`src/rtl/axtrk_pkg.sv`:
```
package axtrk_pkg;

    localparam int AXES     = 3;
    localparam int STAT_W   = 2 * AXES + 2;

    typedef struct packed {
        logic            all_ovr;
        logic [AXES-1:0] ovr;
        logic            all_rdy;
        logic [AXES-1:0] rdy;
    } stat_t;

    function automatic logic any_set(input logic [AXES-1:0] v);
        return |v;
    endfunction

endpackage

```
`src/rtl/axis_flag_cell.sv`:
```
module axis_flag_cell (
    input  logic clk,
    input  logic rst,
    input  logic done,
    input  logic rd,
    output logic rdy,
    output logic ovr
);
    // set has priority over clear on both flags
    always_ff @(posedge clk) begin
        if (rst) begin
            rdy <= 1'b0;
            ovr <= 1'b0;
        end else begin
            rdy <= done | (rdy & ~rd);
            ovr <= (done & rdy) | (ovr & ~rd);
        end
    end
endmodule

```
`src/rtl/set_tracker.sv`:
```
module set_tracker
    import axtrk_pkg::*;
(
    input  logic            clk,
    input  logic            rst,
    input  logic [AXES-1:0] en,
    input  logic [AXES-1:0] done,
    input  logic [AXES-1:0] rd,
    output logic            all_rdy,
    output logic            all_ovr
);
    logic [AXES-1:0] pend;
    logic [AXES-1:0] pend_n;
    logic            hit_pending;

    always_comb begin
        pend_n      = ((pend & ~rd) | done) & en;
        hit_pending = any_set(done & en & pend);
    end

    always_ff @(posedge clk) begin
        if (rst) begin
            pend    <= '0;
            all_rdy <= 1'b0;
            all_ovr <= 1'b0;
        end else begin
            pend    <= pend_n;
            all_rdy <= any_set(pend_n);
            all_ovr <= any_set(pend_n) & (all_ovr | hit_pending);
        end
    end
endmodule

```
`src/rtl/axis_ready_tracker.sv`:
```
module axis_ready_tracker
    import axtrk_pkg::*;
(
    input  logic              clk,
    input  logic              rst,
    input  logic [AXES-1:0]   axis_en,
    input  logic [AXES-1:0]   sample_done,
    input  logic [AXES-1:0]   msb_read,
    output logic [STAT_W-1:0] status,
    output logic              irq
);
    stat_t           st;
    logic [AXES-1:0] rdy_v;
    logic [AXES-1:0] ovr_v;
    logic            agg_rdy;
    logic            agg_ovr;

    for (genvar a = 0; a < AXES; a++) begin : g_axis
        axis_flag_cell u_cell (
            .clk  (clk),
            .rst  (rst),
            .done (sample_done[a]),
            .rd   (msb_read[a]),
            .rdy  (rdy_v[a]),
            .ovr  (ovr_v[a])
        );
    end

    set_tracker u_set (
        .clk     (clk),
        .rst     (rst),
        .en      (axis_en),
        .done    (sample_done),
        .rd      (msb_read),
        .all_rdy (agg_rdy),
        .all_ovr (agg_ovr)
    );

    always_comb begin
        st.all_ovr = agg_ovr;
        st.ovr     = ovr_v;
        st.all_rdy = agg_rdy;
        st.rdy     = rdy_v;
    end

    assign status = st;
    assign irq    = agg_rdy;
endmodule

```
`config.mk`:
```
export PLATFORM = sky130hd
export DESIGN_NAME = axis_ready_tracker
export DESIGN_NICKNAME = d
export VERILOG_FILES = /design/src/rtl/axtrk_pkg.sv /design/src/rtl/axis_flag_cell.sv /design/src/rtl/set_tracker.sv /design/src/rtl/axis_ready_tracker.sv
export SDC_FILE = /design/constraint.sdc
export NUM_CORES = 1
export LEC_CHECK = 0
export ABC_AREA = 1
export BUFFER_PORTS_ARGS = -buffer_cell sky130_fd_sc_hd__buf_2
export CELL_PAD_IN_SITES_DETAIL_PLACEMENT = 1
export CELL_PAD_IN_SITES_GLOBAL_PLACEMENT = 1
export CORE_MARGIN = 2
export CORE_UTILIZATION = 26
export CTS_CLUSTER_SIZE = 24
export DETAILED_ROUTE_END_ITERATION = 12
export GPL_ROUTABILITY_DRIVEN = 1
export GPL_TIMING_DRIVEN = 0
export PLACE_DENSITY = 0.7
export SKIP_CTS_REPAIR_TIMING = 1
export SYNTH_ARGS = -nofsm -noshare
export SYNTH_HDL_FRONTEND = slang
export SYNTH_HIERARCHICAL = 1
export SYNTH_SLANG_ARGS = --single-unit
export TNS_END_PERCENT = 10
```
`constraint.sdc`:
```
create_clock -name clk -period 0.8 [get_ports clk]
set_input_delay 0.16 -clock clk [delete_from_list [all_inputs] [get_ports clk]]
set_output_delay 0.16 -clock clk [all_outputs]
set_load 0.02 [all_outputs]
```
Word level (Yosys, flattened, before mapping)
Cells that the tools add are included.

word-level totals
  flip-flop bits (word level) = 11
  input bits = 11
  output and inout port bits = 9
  logic and storage cells = 37

cells by class
  bitwise logic cells = 26
  reductions and logical operators = 2

operators by type and width
  cell             number
  $and 3x3->3      4
  $and 1x1->1      10
  $or 1x1->1       7
  $reduce_or 3->1  2
  $not 1->1        3
  $not 3->3        1
  $or 3x3->3       1

Logic depth before layout (Yosys ltp)
Gate-level depths: netlist (run 1).

  word-level depth = 6
  mapped depth = 7
  mapped depth without buffers = 7

Modules after synthesis
The synthesis (run 1) kept the hierarchy.

modules (own cells, without submodules)
  module              instances  cells each  area an instance (um^2)  seq. area each (um^2)
  set_tracker         1          37          232.7                    100.1
  axis_flag_cell      3          9           68.8                     40.0
  axis_ready_tracker  1          2           15.0                     0.0

Worst setup path before layout (run 1)
No wires, ideal clock.

  kind = register to output
  start = reg u_set.all_rdy
  end = out status[3]
  arrival time = 0.595 ns
  required time = 0.640 ns
  path slack = 0.045 ns
  cell stages (with the launch flop) = 2
  buffers on the path = 1
  path through = dfxtp_1 > buf_4

RTL lines
  element                 RTL line                 source
  from (decl)             set_tracker.sv:9         output logic all_rdy,
  from (signal assigned)  set_tracker.sv:28        all_rdy <= any_set(pend_n);
  to (decl)               axis_ready_tracker.sv:9  output logic [STAT_W-1:0] status,

No word-level cell between the ends.

Worst setup path after layout (run 1)
  start = reg u_set.all_rdy
  end = out status[3]

No word-level cell between the ends.

==> impl_metrics.tcl, run 1 <==
set metrics [dict create \
    power.ir.vdd_worst_mv 0.660 \
    hp-class "in -> reg" \
    post_synth_instance_area_um2 454 \
    io_buffer_count 19 \
    maxUsedRoutingLayer "met4" \
    clkLatencyLatePin_ps 260 \
    final_common_cell "inv_1" \
    wl_final_mm 1.05 \
    drv_cap 0 \
    detailed_place_hpwl_um 830 \
    num_vias 445 \
    cp_data_arrival_time_ps 800 \
    p_leak_nw 0.385 \
    n_antenna_cell 0 \
    firstDrtPassIters 2 \
    yosys.area.top_type "dfxtp_1" \
    number_of_global_route_vias_before_repair 371 \
    r2r-start "u_set/pend[0]" \
    seq_area_frac_synth_pct 48.5 \
    wl_per_cell_um 9.97 \
    grt_max_degree 10 \
    die_x_um 45.8 \
    start_kind "flop" \
    finalWeightedCongestion 0.694 \
    holdCritStartpoint "sample_done[2]" \
    power.density_cell_area_nw_per_um2 1780 \
    rsz0062_at_grt "yes" \
    synth_nets 77 \
    placement_rows 15 \
    fin_worst_hold_slack_ps 162 \
    status "finished with violations" \
    gr-total-overflow 0 \
    fin_crit_ps 962 \
    area_inside_the_core_boundary_um2 1690 \
    synth.distinct_cells 9 \
    synth_top_area_share_pct 48.5 \
    detailedRoute.firstIterationViolations 4 \
    drc_errors 0 \
    tightestPinTransition_ps 185 \
    drv_slew 0 \
    tritoncts_clock_tree "built" \
    worst_setup_path_startpoint "u_set/all_rdy" \
    gr-usage-all-layers_pct 10.3 \
    synth.area.top_cells "dfxtp_1, inv_1, nand2_1, a21oi_1, nand3_1" \
    hold_viol_final 0 \
    max_h_tree_level 1 \
    avgViaCountPerCell 4.24 \
    detailed_place.area_um2 571 \
    postSynthRegisterBits 11 \
    cts.clk_slew.worst_paths_ps 70 \
    setup_slack_ps -162 \
    io_pins 20 \
    peak_freq_mhz 1040 \
    final_setup_skew_ps 0.593 \
    max-clock-path-buffers 2 \
    cts_inserted_buffers 3 \
    layout.cell_area.non_filler_um2 662 \
    required_ps 640 \
    wl_met3_um 41 \
    ys_warn_count 6 \
    drt.antenna.violating_nets 0 \
    cts-root-buf "clkbuf_4" \
    grt_pass1_wl_mm 1.44 \
    timing.setup.critical_path_class "reg -> out" \
    num-nets-final 100 \
    die_area_um2 2100 \
    die_h_um 45.8 \
    cp-end-kind "output port" \
    postSynthAreaPerCell_um2 6.88 \
    met2_wirelength_um 528 \
    drive_above_1_share_pct 40.9 \
    area_delta_synth_final_pct 45.7 \
    path_max_fanout 2 \
    period_utilization_pct 120 \
    antenna_found_initial 0 \
    max_slew_headroom_at_the_worst_pin_pct 87.7 \
    mostFrequentLayoutCells "inv_1, nand2_1, buf_2" \
    setup_viol_count_final 9 \
    tritoncts_num_sinks 11 \
    m1WireLength_um 459 \
    syn_inst 66 \
    initial_utilization_pct 26.9 \
    violated_checks "setup timing" \
]
## report_power, final
| group | switching, mW | internal (mW) |
|---|---|---|
| registers | 0.0210 | 0.584 |
| clock network | 0.168 | 0.193 |
| logic | 0.112 | 0.100 |
## sequential cells by signal (all words and copies together) (netlist names)
| signal | count |
|---|---|
| u_set/all_ovr | 1 |
| g_axis.u_cell/rdy | 3 |
| u_set/pend | 3 |
| u_set/all_rdy | 1 |
| g_axis.u_cell/ovr | 3 |
## Yosys cell counts
cell type / n
dfxtp_1: 11
nand4_1: 1
nand3_2: 1
nand2_1: 19
a21oi_1: 6
nor2_1: 3
buf_4: 2
inv_1: 20
nand3_1: 3
## metal layers
layer / vias up / track usage [%]
met3: 2 / 2.38
met2: 12 / 15.5
met5: - / 0
met1: 199 / 11.6
met4: 0 / 10.3
li1: 232 / -
## per-stage QoR
step | setup TNS [ps] | setup WS (ps) | power [mW] | utilization (%) | cells
global placement | -19.4 | -19.4 | 0.780 | 33.8 | 102
detailed placement | -28.4 | -28.4 | 0.787 | 33.8 | 102
floorplan | 0 | 45.1 | 0.707 | - | 66
CTS | -1360 | -209 | 1.17 | 35.3 | 106
global route | -1170 | -199 | 1.26 | 39.2 | 105
finish | -760 | -162 | 1.18 | 39.2 | 105
## critical path, stage by stage, from the launching register on
cell and delay, ps:
dfxtp_2 320, buf_6 100, buf_6 120
## final timing paths
check	endpoint	slack [ps]	cells past startpoint
min reg2reg	g_axis[2].u_cell/ovr	470	2
min	g_axis[2].u_cell/rdy	160	3
max	status[3]	-160	2
max reg2reg	u_set/all_ovr	10	6
## cell families (layout without fill, tap and decap cells)
kind of cell	Yosys count	count (layout)	share of synthesized area, %
AO/OA/AOI/OAI	6	6	6.61
buffers and inverters	22	44	19.8
AND/OR/NAND/NOR	27	27	25.1
flip-flops	11	11	48.5
## layout make-up
class / instances / area (um2)
plain buffers: 1 / 11.3
clock buffers: 4 / 26.3
fillers: 222 / 1030
inverters: 20 / 75.1
multi-input cells: 33 / 151
flip-flops and latches: 11 / 231
well taps: 17 / 21.3
repair buffers: 19 / 145
Power figures use the tool's default switching activity.
==> inputs of run 2 (changes only) <==
--- a/config.mk
+++ b/config.mk
@@ -5,12 +5,11 @@
 export SDC_FILE = /design/constraint.sdc
 export NUM_CORES = 1
 export LEC_CHECK = 0
-export ABC_AREA = 1
 export BUFFER_PORTS_ARGS = -buffer_cell sky130_fd_sc_hd__buf_2
 export CELL_PAD_IN_SITES_DETAIL_PLACEMENT = 1
 export CELL_PAD_IN_SITES_GLOBAL_PLACEMENT = 1
 export CORE_MARGIN = 2
-export CORE_UTILIZATION = 26
+export CORE_UTILIZATION = 28
 export CTS_CLUSTER_SIZE = 24
 export DETAILED_ROUTE_END_ITERATION = 12
 export GPL_ROUTABILITY_DRIVEN = 1
==> run 2 against run 1 <==
  * The flow still finishes with violations (setup timing)
  * Routed wire length is 0.19% higher
  * Combinational power is 5% higher
  * Die area is 5.8% lower
  * Largest power group unchanged
  * Global-route usage is 0.68 points higher
  * Register-to-register slack worse by 70 ps
==> impl_metrics.tcl, run 2 <==
set metrics [dict create \
    status "finished with violations" \
    violated_checks "setup timing" \
    maxUsedRoutingLayer "met3" \
    clkLatencyLatePin_ps 260 \
    synth.distinct_cells 14 \
    die_h_um 44.4 \
    avgViaCountPerCell 4.65 \
    finalWeightedCongestion 0.697 \
    share_of_async_settable_or_async_resettable_flops_after_synthesis_pct 0 \
    mostFrequentLayoutCells "buf_6, buf_2, dfxtp_2" \
    cp_data_arrival_time_ps 820 \
    drive_above_1_share_pct 55.6 \
    cts.clk_slew.worst_paths_ps 70 \
    wl_per_cell_um 11.9 \
    setup_viol_count_final 11 \
    antenna_found_initial 0 \
    num-fill-cells 183 \
    gr-usage-all-layers_pct 11.0 \
    n_antenna_cell 0 \
    postSynthRegisterBits 11 \
    netlist_top_cells_count "dfxtp_1, inv_1, nand2b_1, nor2b_1" \
    postSynthAreaPerCell_um2 9.35 \
    placement_rows 14 \
    die_x_um 44.4 \
    period_utilization_pct 122 \
    cts_inserted_buffers 3 \
    drc_errors 0 \
    io_pins 20 \
    m1WireLength_um 434 \
    synth_enable_flop_cells 0 \
    ys_warn_count 6 \
    power.density_cell_area_nw_per_um2 1800 \
    yosys.area.top_type "dfxtp_1" \
    area_delta_synth_final_pct 46.2 \
    synth.area.top_cells "dfxtp_1, nand2b_1, nor2b_1, a21oi_2, o21ai_2" \
    max-clock-path-buffers 2 \
    fin_crit_ps 980 \
    firstDrtPassIters 1 \
    grt_max_degree 10 \
    peak_freq_mhz 1020 \
    gr-total-overflow 0 \
    power.total_mw 1.20 \
    cts-root-buf "clkbuf_4" \
    tritoncts_clock_tree "built" \
    detailedPlace.worstSlack_ps -127 \
    number_of_global_route_vias_before_repair 361 \
    grt_pass1_wl_mm 1.51 \
    multiInputGateArea_um2 200 \
    seq_area_frac_synth_pct 48.1 \
    synth_top_area_share_pct 48.1 \
    yosysMostFrequentCell "dfxtp_1" \
    drt.antenna.violating_nets 0 \
    max_slew_headroom_at_the_worst_pin_pct 85.6 \
    num-nets-final 84 \
    syn_inst 49 \
    setup_slack_ps -180 \
    power.ir.vdd_worst_mv 0.696 \
    crit_path_cell_trace "buf_6 > buf_6" \
    cp-end-kind "output port" \
    wl_final_mm 1.05 \
    flip_flop_and_latch_area_um2 230 \
    path_max_fanout 2 \
    detailed_place_hpwl_um 777 \
    rsz0062_at_grt "yes" \
    hold_viol_final 0 \
    tightestPinTransition_ps 216 \
    synth_nets 60 \
    die_area_um2 1970 \
    path_common_cell "buf_6" \
    timing.setup.critical_path_class "reg -> out" \
    fin_worst_hold_slack_ps 167 \
    drv_slew 0 \
    max_h_tree_level 1 \
    hp-class "in -> reg" \
    detailedRoute.firstIterationViolations 0 \
    required_ps 640 \
    num_vias 409 \
    synth_top_flop_cell "dfxtp_1" \
    area_inside_the_core_boundary_um2 1520 \
    tritoncts_num_sinks 11 \
    drv_cap 0 \
    final_setup_skew_ps 1.19 \
    largest_registers "g_axis.u_cell/ovr: 3 flops, g_axis.u_cell/rdy: 3 flops, u_set/pend: 3 flops" \
    p_leak_nw 0.311 \
    wl_met3_um 41 \
    initial_utilization_pct 30.0 \
    met2_wirelength_um 573 \
    timing.critical_path.slowest_cell_delay_ps 330 \
    post_synth_instance_area_um2 458 \
    start_kind "flop" \
    critPathSlowestCell "dfxtp_2" \
    io_buffer_count 19 \
]
==> run 2: layout make-up <==
cell class                      instances  share of cell area [%]
Sequential cell                        11                    34.4
Multi-Input combinational cell         30                    29.9
Timing Repair Buffer                   19                    22.1
Clock buffer                            4                    3.93
Inverter                                6                    3.36
Tap cell                               16                    2.99
Buffer                                  2                    3.36
==> run 2: path summary, 6_finish.rpt <==
check                                          start                   end  slack, ps  depth (start not counted)
worst max register to register         u_set/all_ovr         u_set/all_ovr        -60                          3
worst min register to register  g_axis[2].u_cell/ovr  g_axis[2].u_cell/ovr        480                          2
worst max-delay path                   u_set/all_ovr             status[7]       -180                          2
worst min-delay path                  sample_done[1]  g_axis[1].u_cell/rdy        170                          3
==> run 2: metal layers <==
| metal | vias up | global-route usage (%) |
|---|---|---|
| met5 | - | 0 |
| met4 | 0 | 7.27 |
| met3 | 0 | 2.45 |
| met2 | 9 | 17.9 |
| met1 | 194 | 12.8 |
| li1 | 206 | - |
==> run 2: cells by family after synthesis <==
logic type | count (synthesis) | share of synthesized area [%]
AOI/OAI and AO/OA | 11 | 18.9
buffers and inverters | 8 | 8.20
DFF | 11 | 48.1
and+or+nand+nor | 19 | 24.9
==> run 2: critical path, delay by kind of cell (launching register included) <==
kind / cells / cell delay, ps
buf+inv: 2 / 230
flops: 1 / 330
==> run 2: where the power goes <==
part	total, mW	switching (mW)	internal, mW	leakage (nW)
combinational	0.223	0.107	0.116	0.203
sequential	0.605	0.0219	0.583	0.0934
clock	0.375	0.182	0.192	0.0150
total	1.20	0.311	0.891	0.311
==> run 2: per-stage QoR <==
step	area, um2	std cells	TNS [ps]	utilization, %
final	669	88	-1010	43.9
after global routing	669	88	-1480	43.9
after CTS	599	88	-1400	39.3
after detailed placement	573	84	-305	37.6
after global placement	573	84	-251	37.6
after floorplan	458	49	0	-
